<file path="config.mk">
export PLATFORM = sky130hd
export DESIGN_NAME = qclk_conv
export DESIGN_NICKNAME = d
export VERILOG_FILES = /design/src/rtl/qc_pkg.sv /design/src/rtl/qc_filter.sv /design/src/rtl/qc_decode.sv /design/src/rtl/qc_pulse.sv /design/src/rtl/qclk_conv.sv
export SDC_FILE = /design/constraint.sdc
export NUM_CORES = 1
export LEC_CHECK = 0
export ABC_AREA = 1
export ABC_CLOCK_PERIOD_IN_PS = 2500
export BUFFER_PORTS_ARGS = -buffer_cell sky130_fd_sc_hd__buf_2
export CAP_MARGIN = 40
export CELL_PAD_IN_SITES_DETAIL_PLACEMENT = 0
export CELL_PAD_IN_SITES_GLOBAL_PLACEMENT = 2
export CORE_AREA = 8 8 86 88
export DETAILED_ROUTE_END_ITERATION = 10
export DIE_AREA = 0 0 94 96
export GPL_TIMING_DRIVEN = 0
export PLACE_DENSITY = 0.76
export SETUP_SLACK_MARGIN = 0.02
export SYNTH_ARGS = -nofsm -noshare
export SYNTH_HDL_FRONTEND = slang
export SYNTH_SLANG_ARGS = --single-unit
export TNS_END_PERCENT = 50
</file>
<file path="constraint.sdc">
create_clock -name clk -period 2.5 [get_ports clk]
set_input_delay 0.25 -clock clk [delete_from_list [all_inputs] [get_ports clk]]
set_output_delay 0.25 -clock clk [all_outputs]
set_load 0.05 [all_outputs]
</file>
<file path="src/rtl/qc_pkg.sv">
package qc_pkg;
  // position of a filtered {A,B} pair in the forward (UP) Gray walk
  function automatic logic [1:0] gray_pos(input logic [1:0] ab);
    case (ab)
      2'b00:   gray_pos = 2'd0;
      2'b10:   gray_pos = 2'd1;
      2'b11:   gray_pos = 2'd2;
      default: gray_pos = 2'd3;
    endcase
  endfunction

  typedef struct packed {
    logic vld;
    logic up;
  } qc_evt_t;
endpackage

</file>
<file path="src/rtl/qc_filter.sv">
module qc_filter #(
  parameter int FILT_LEN = 4
) (
  input  logic clk,
  input  logic rst_n,
  input  logic raw,
  output logic lvl
);
  localparam int CNT_W = $clog2(FILT_LEN + 1);

  logic [1:0]       sync_q;
  logic [CNT_W-1:0] run_q;

  always_ff @(posedge clk or negedge rst_n) begin
    if (!rst_n) begin
      sync_q <= '0;
      run_q  <= '0;
      lvl    <= 1'b0;
    end else begin
      sync_q <= {sync_q[0], raw};
      if (sync_q[1] == lvl) begin
        run_q <= '0;
      end else if (run_q == CNT_W'(FILT_LEN - 1)) begin
        lvl   <= sync_q[1];
        run_q <= '0;
      end else begin
        run_q <= run_q + 1'b1;
      end
    end
  end
endmodule

</file>
<file path="src/rtl/qc_decode.sv">
module qc_decode
  import qc_pkg::*;
(
  input  logic       clk,
  input  logic       rst_n,
  input  logic [1:0] ab,
  input  logic       x4_sel,
  output qc_evt_t    evt,
  output logic       err
);
  logic [1:0] prev_q;
  logic [1:0] delta;
  logic       fwd, single, keep;

  always_comb begin
    delta  = prev_q ^ ab;
    single = (delta == 2'b01) || (delta == 2'b10);
    fwd    = (gray_pos(ab) == gray_pos(prev_q) + 2'd1);
    if (x4_sel)
      keep = 1'b1;
    else if (fwd)
      keep = (prev_q == 2'b00) && (ab == 2'b10);
    else
      keep = (prev_q == 2'b10) && (ab == 2'b00);
  end

  always_ff @(posedge clk or negedge rst_n) begin
    if (!rst_n) begin
      prev_q <= 2'b00;
      evt    <= '0;
      err    <= 1'b0;
    end else begin
      prev_q  <= ab;
      evt.vld <= single && keep;
      evt.up  <= fwd;
      if (delta == 2'b11) err <= 1'b1;
    end
  end
endmodule

</file>
<file path="src/rtl/qc_pulse.sv">
module qc_pulse
  import qc_pkg::*;
#(
  parameter int DEPTH = 4,
  parameter int PW_W  = 8
) (
  input  logic            clk,
  input  logic            rst_n,
  input  qc_evt_t         evt,
  input  logic [PW_W-1:0] width,
  output logic            active,
  output logic            dir
);
  localparam int PTR_W = $clog2(DEPTH);

  logic [DEPTH-1:0] dq;
  logic [PTR_W-1:0] wr_q, rd_q;
  logic [PTR_W:0]   fill_q;
  logic [PW_W-1:0]  left_q;
  logic             push, pop;

  assign push = evt.vld && (fill_q != (PTR_W+1)'(DEPTH));
  assign pop  = !active && (fill_q != '0);

  always_ff @(posedge clk or negedge rst_n) begin
    if (!rst_n) begin
      dq     <= '0;
      wr_q   <= '0;
      rd_q   <= '0;
      fill_q <= '0;
    end else begin
      if (push) begin
        dq[wr_q] <= evt.up;
        wr_q     <= (wr_q == PTR_W'(DEPTH - 1)) ? '0 : wr_q + 1'b1;
      end
      if (pop) rd_q <= (rd_q == PTR_W'(DEPTH - 1)) ? '0 : rd_q + 1'b1;
      fill_q <= fill_q + (PTR_W+1)'(push) - (PTR_W+1)'(pop);
    end
  end

  always_ff @(posedge clk or negedge rst_n) begin
    if (!rst_n) begin
      active <= 1'b0;
      dir    <= 1'b1;
      left_q <= '0;
    end else if (pop) begin
      active <= 1'b1;
      dir    <= dq[rd_q];
      left_q <= (width == '0) ? PW_W'(1) : width;
    end else if (active) begin
      if (fill_q != '0 || left_q == PW_W'(1)) active <= 1'b0;
      else left_q <= left_q - 1'b1;
    end
  end
endmodule

</file>
<file path="src/rtl/qclk_conv.sv">
module qclk_conv
  import qc_pkg::*;
#(
  parameter int FILT_LEN = 4,
  parameter int QDEPTH   = 4
) (
  input  logic       clk,
  input  logic       rst_n,
  input  logic       enc_a,
  input  logic       enc_b,
  input  logic       x4_sel,
  input  logic [7:0] pulse_width,
  output logic       up_n,
  output logic       dn_n,
  output logic       clk_n,
  output logic       dir_up,
  output logic       seq_err
);
  localparam int NCH = 2;

  logic [NCH-1:0] raw_ab, flt_ab;
  qc_evt_t        evt;
  logic           act, dir;

  assign raw_ab = {enc_a, enc_b};

  for (genvar c = 0; c < NCH; c++) begin : g_ch
    qc_filter #(.FILT_LEN(FILT_LEN)) u_flt (
      .clk(clk), .rst_n(rst_n), .raw(raw_ab[c]), .lvl(flt_ab[c])
    );
  end

  qc_decode u_dec (
    .clk(clk), .rst_n(rst_n), .ab(flt_ab), .x4_sel(x4_sel),
    .evt(evt), .err(seq_err)
  );

  qc_pulse #(.DEPTH(QDEPTH), .PW_W(8)) u_pls (
    .clk(clk), .rst_n(rst_n), .evt(evt), .width(pulse_width),
    .active(act), .dir(dir)
  );

  assign clk_n  = !act;
  assign up_n   = !(act && dir);
  assign dn_n   = !(act && !dir);
  assign dir_up = dir;
endmodule

</file>
# Yosys cells after proc, flatten, opt, wreduce, memory -nomap -nowiden
# Index checks and enable logic that the tools add are counted.
[classes]
n_mux = 22
addsub = 8
magnitude_cmp = 3
bitwise_logic = 3
n_eq_ne = 17
reduce_logical = 22
[ops]
columns = ["cell", "n"]
rows = [
  ["$mux 8", 4],
  ["$eq 2x2->1 const B", 8],
  ["$mux 3", 4],
  ["$pmux 2 s3", 2],
  ["$eq 8x1->1 const B", 1],
  ["$logic_and 1x1->1", 8],
  ["$logic_not 8->1", 1],
  ["$sub 8x1->8 const B", 1],
  ["$mux 1", 7],
  ["$add 2x1->2 const B", 3],
  ["$add 3x1->3 const B", 2],
  ["$eq 3x2->1 const B", 2],
  ["$lt 2x3->1 const B", 2],
  ["$reduce_and 2->1", 3],
  ["$bwmux 4", 1],
  ["$logic_not 1->1", 4],
  ["$logic_not 2->1", 2],
  ["$mux 2", 2],
  ["$add 3x1->3", 1],
  ["$ne 3x3->1 const B", 1],
  ["$reduce_bool 3->1", 1],
  ["$sub 3x1->3", 1],
  ["$bmux 1 s2", 1],
  ["$demux 1 s2", 1],
  ["9 further kinds", 12],
]
[word_totals]
elab_cells = 92
in_bits = 13
output_inout_bits = 5
regBits = 38

# Depth between registers and ports, before layout
[depth]
depth_word = 7
depth_mapped = 10
ltp_nobuf = 10

# Modules after synthesis
# Synthesis repeated with hierarchy kept, for this count alone.
[hier_totals]
hier_cells = 284
hier_area_um2 = 2209.6
[modules_own_cells]
columns = ["module", "area_each_um2", "cells_per_inst", "n_inst", "seq_area_each_um2"]
rows = [
  ["qc_pulse", 1328.8, 180, 1, 526.8],
  ["qc_filter", 239.0, 25, 2, 150.1],
  ["qc_decode", 387.9, 50, 1, 125.1],
  ["qclk_conv", 15.0, 4, 1, 0.0],
]

# Worst setup path before layout
# No wires, ideal clock.
[synth_path]
path_kind = "flip-flop to flip-flop"
from = "reg u_pls.active"
to = "reg u_pls.fill_q[2]"
setup_ns = 0.123
path_slack_ns = 0.413
path_stages_with_launch = 10
arrival_time_ns = 1.964
synth_period_minus_slack_ns = 2.087
path_buffers = 1
cell_sequence = "dfrtp_1 > inv_1 > nand2_4 > buf_6 > nor2_4 > o21bai_1 > ha_1 > inv_1 > fa_1 > xnor2_1"
[synth_via]
elab_chain_len = 3
[synth_rtl]
columns = ["element", "line", "text"]
rows = [
  ["from (decl)", "qc_pulse.sv:11", "output logic active,"],
  ["from (signal assigned)", "qc_pulse.sv:43", "active <= 1'b0;"],
  ["from (signal assigned)", "qc_pulse.sv:47", "active <= 1'b1;"],
  ["from (signal assigned)", "qc_pulse.sv:51", "if (fill_q != '0 || left_q == PW_W'(1)) active <= 1'b0;"],
  ["$logic_not 1->1", "-", ""],
  ["net clk_n", "qclk_conv.sv:15", "output logic clk_n,"],
  ["$logic_and 1x1->1", "qc_pulse.sv:23", "assign pop = !active && (fill_q != '0);"],
  ["$sub 3x1->3", "qc_pulse.sv:37", "fill_q <= fill_q + (PTR_W+1)'(push) - (PTR_W+1)'(pop);"],
  ["to (signal assigned)", "qc_pulse.sv:37", ""],
  ["to (decl)", "qc_pulse.sv:18", "logic [PTR_W:0] fill_q;"],
]
# The timed path passes the listed nets, and every way through them passes these cells.
# A chain may end at the register's enable or synchronous reset.

# Worst setup path after layout
[layout_path]
from = "reg u_pls.fill_q[1]"
to = "reg u_pls.fill_q[1]"
[layout_via]
elab_chain_len = 4
word_cells_on_any_way = 6
[layout_rtl]
columns = ["element", "line", "text"]
rows = [
  ["$ne 3x3->1", "qc_pulse.sv:22", "assign push = evt.vld && (fill_q != (PTR_W+1)'(DEPTH));"],
  ["$logic_and 1x1->1", "qc_pulse.sv:22", ""],
  ["$add 3x1->3", "qc_pulse.sv:37", ""],
  ["$sub 3x1->3 (*)", "qc_pulse.sv:37", ""],
]
# Mark *: on every way between the ends. The rest lies on a longest branch, timed or not.

==> results.rst <==
.. list-table::
   :header-rows: 1

   * - Metric
     - Value
   * - Outcome
     - finished clean
   * - DR vias
     - ~1.5k
   * - Combinational group share of total power
     - approximately 49%
   * - Kind of critical path
     - reg2reg
   * - Routability Congestion
     - around 0.75
   * - Width of the die
     - between 90 and 100 um
   * - Worst relative slew slack
     - 78.1%
   * - Count of inserted antenna diode cells
     - 0
   * - Number of DRC markers after the initial detailed-route iteration
     - 62
   * - DP HPWL
     - 3.06 mm
   * - TritonCTS Buffers
     - 5
   * - Actual slew at the worst max-slew pin
     - roughly 0.33 ns
   * - Antenna violations before repair
     - 0
   * - Post-CTS Repair Setup Buffers
     - 0
   * - Most frequent cell on the critical path
     - inv_1
   * - Total congestion overflow after global routing
     - 0
   * - Crit share post-route
     - 77.9%
   * - Fraction of synthesis flops using an asynchronous set or reset pin
     - 100%
   * - Data arrival at the endpoint of the critical path
     - between 2 and 2.5 ns
   * - Maximum level of the CTS H-tree
     - 2
   * - Fin worst setup slack
     - roughly 0.55 ns
   * - Uppermost signal routing layer after detailed routing
     - met4
   * - Maximum number of pins on one net before global-route repair
     - 27
   * - Count of different cell masters after synthesis
     - 27
   * - Global-route wire length before repair
     - about 7.3 mm
   * - Kind of end point of the critical path
     - flip-flop
   * - Cells along the critical path
     - inv_1 > nand3b_4 > nand2_4 > buf_6 > nor2_4 > o21bai_1 > ha_1 > inv_1 > fa_1 > inv_1
   * - Via density per instance
     - between 4 and 5
   * - Vert. Die Dim
     - 96 um
   * - Critical-path cell with the highest stage delay
     - dfrtp_1
   * - Detailed Routing Iterations Pass 1
     - 4
   * - Antenna violation net count after detailed routing
     - 0
   * - Peak supply drop
     - between 0.5 and 0.6 mV
   * - Post-Syn Area per Cell
     - between 8 and 9 sq um
   * - Global-route usage over all layers
     - between 10% and 20%
   * - Aggregate routed wire length
     - a little under 4 mm
   * - Proportion of layout cells with a drive suffix above 1
     - 14.8%
   * - Most frequent cells in the layout
     - 60 x nand2_1, 41 x inv_1, 37 x dfrtp_1
   * - Max FO, Critical Path
     - 10
   * - WL met2
     - 1.77 mm
   * - Share of synthesized area occupied by flip-flops and latches
     - a little under half
   * - RSZ-0062 raised after global routing
     - false
   * - Number of buffer cells added on primary ports
     - 17
   * - Post-route total power
     - 3.16 mW
   * - Sinks on the clock net
     - 38
   * - Pins Over Slew Limit
     - 0
   * - Final hold slack
     - 0.0673 ns
   * - Placement Setup Slack
     - approximately 0.55 ns
   * - Placed standard-cell area
     - roughly 2300 sq um
   * - Initial core utilization
     - about 35%
   * - Final setup vio count
     - 0
   * - Clock-pin slew on the worst setup and hold paths
     - 0.08 ns
   * - Max Cap Viol
     - 0
   * - Pwr per Cell Area
     - roughly 1300 nW/um^2
   * - Achievable clock frequency
     - 514 MHz
   * - Yosys top cell area share
     - a little over two fifths
   * - Net Switching
     - roughly 1.4 mW
   * - Bufs and invs on worst path
     - 4
   * - Clock Skews
     - 0.0121 ns
   * - Total DRC errors in the routed layout
     - 0
   * - Min cycle time layout
     - 1.95 ns
   * - Core region area
     - 6100 sq um
   * - Count of mapped cells out of synthesis
     - 250
   * - Syn Std Cell Area
     - 2110 sq um
   * - Non-Filler Cell Area, Final
     - 2430 sq um
   * - Count of standard-cell rows
     - 29
   * - Met3 routed wirelength
     - between 100 and 150 um
   * - Required time at the worst-slack endpoint
     - around 2.7 ns
   * - Via count of the first global-routing pass
     - around 1.6k
   * - Number of placed I/O pins
     - 18
   * - Routed len/inst
     - between 10 and 15 um
   * - Standby leakage power
     - ~1.3 nW
   * - Layout area overhead
     - 15.2%
   * - Number of hold-slack violations in the final timing report
     - 0
   * - Buffers from clock root to sink, at most
     - 2
   * - Largest area contributor in the netlist
     - dfrtp_1
   * - Cell types with the largest area share after synthesis
     - dfrtp_1 44%, ha_1 11%, nand2_1 11%
   * - Most common cell after layout, fill and taps aside
     - nand2_1
   * - Flip-flop and latch count after synthesis
     - 38
   * - Top_reg_cell synth
     - dfrtp_1
   * - Register share of total power
     - a little over a third
   * - Maximum cell stage delay along the critical path
     - between 0.4 and 0.5 ns
   * - Worst-Skew Late Latency
     - ~0.29 ns
   * - Ys Warns
     - 0
   * - Clock network fraction of design power
     - between 10% and 20%
   * - Number of nets produced by synthesis
     - 282
   * - TritonCTS clock tree
     - done
   * - Clock tree root driver cell
     - clkbuf_8
   * - Met1 Wirelength
     - between 1.5 and 2 mm
   * - Cell Int Power
     - 1.75 mW
   * - Net count, final
     - roughly 300
   * - Family with the most delay on the worst path
     - adder cells
   * - Net switching fraction of the power
     - about 45%
   * - Startpoint Class
     - flip-flop
   * - Kind of path behind the tightest hold check
     - in2reg
   * - Count of flip-flops with a built-in enable after synthesis
     - 0
   * - Overall die area
     - approximately 9000 sq um
   * - Fin Setup TNS
     - 0 ns
[registers in the layout, indices dropped and copies added, names as in the netlist]
register,cells
u_pls.left_q,8
g_ch.u_flt.run_q,6
g_ch.u_flt.sync_q,4
u_pls.dq,4
u_pls.fill_q,3
g_ch.u_flt.lvl,2
u_dec.evt,2
u_dec.prev_q,2
u_pls.rd_q,2
u_pls.wr_q,2
u_dec.err,1
u_pls.active,1
u_pls.dir,1
[synthesized netlist by cell type (3+ instances only)]
library cell / instances
nand2_1: 60
inv_2: 3
nor2_1: 31
xor2_1: 5
xnor2_1: 4
dfrtp_1: 37
ha_1: 18
nor3_1: 3
inv_1: 41
nand3_1: 15
nand2_4: 3
o21ai_0: 13
[metrics by stage]
step,instances,util (%)
final,354,39.8
after global routing,354,39.8
after CTS,354,39.8
after detailed placement,345,37.9
after global placement,344,37.5
after floorplan,250,-
[repair_timing]
item                                    CTS  global route
endpoints found under the setup margin    0             0
hold endpoints to repair                 12             0
resized for setup                         0             0
hold buffers                              1             0
[layer usage]
metal | vias to the layer above | GRT usage, %
li1 | 813 | -
met1 | 669 | 12.3
met2 | 20 | 16.8
met3 | 6 | 2.96
met4 | 0 | 3.96
met5 | - | 0
[worst register-to-register path, cell delays in order, from the launching register on]
cell	delay, ns
dfrtp_1	0.43
inv_1	0.16
nand3b_4	0.12
nand2_4	0.11
buf_6	0.17
nor2_4	0.05
o21bai_1	0.15
ha_1	0.17
inv_1	0.06
fa_1	0.42
inv_1	0.06
[final timing paths]
check                                        start                 endpoint  slack [ns]  cells after the start
max in group asynchronous                    rst_n                u_pls.dir        1.60                      3
min                                          enc_a  g_ch[1].u_flt.sync_q[0]        0.07                      1
max                                u_pls.fill_q[1]          u_pls.fill_q[1]        0.55                     10
max reg2reg                        u_pls.fill_q[1]          u_pls.fill_q[1]        0.55                     10
min reg2reg                g_ch[1].u_flt.sync_q[0]  g_ch[1].u_flt.sync_q[1]        0.35                      0
min in group asynchronous                    rst_n                u_dec.err        0.38                      2
[cell families (layout without fill, tap and decap cells)]
kind of cell / Yosys count / after routing / share of synthesized area, %
adder cells (fa/ha/maj): 19 / 19 / 11.6
AO/OA/AOI/OAI: 19 / 19 / 5.58
buffers and inverters: 45 / 72 / 8.37
flip-flops: 38 / 38 / 45.2
AND/OR/NAND/NOR: 120 / 120 / 25.5
XOR/XNOR: 9 / 9 / 3.74
[power by group through the flow]
stage	Sequential, mW	Combinational [mW]	Clock, mW
finish	1.11	1.53	0.519
detailed placement	1.12	1.56	0
floorplan	1.09	1.23	0
CTS	1.11	1.57	0.536
global placement	1.12	1.55	0
global route	1.15	1.84	0.559
[cell type report]
cell class	instances	area (sq um)
multi-input cells	167	978
flip-flops and latches	38	952
fillers	639	3670
clock buffers	5	68.8
clock inverters	3	40.0
plain buffers	1	11.3
repair buffers	19	115
well taps	77	96.3
inverters	44	165
Note: power is estimated with default switching activity, not from simulation.
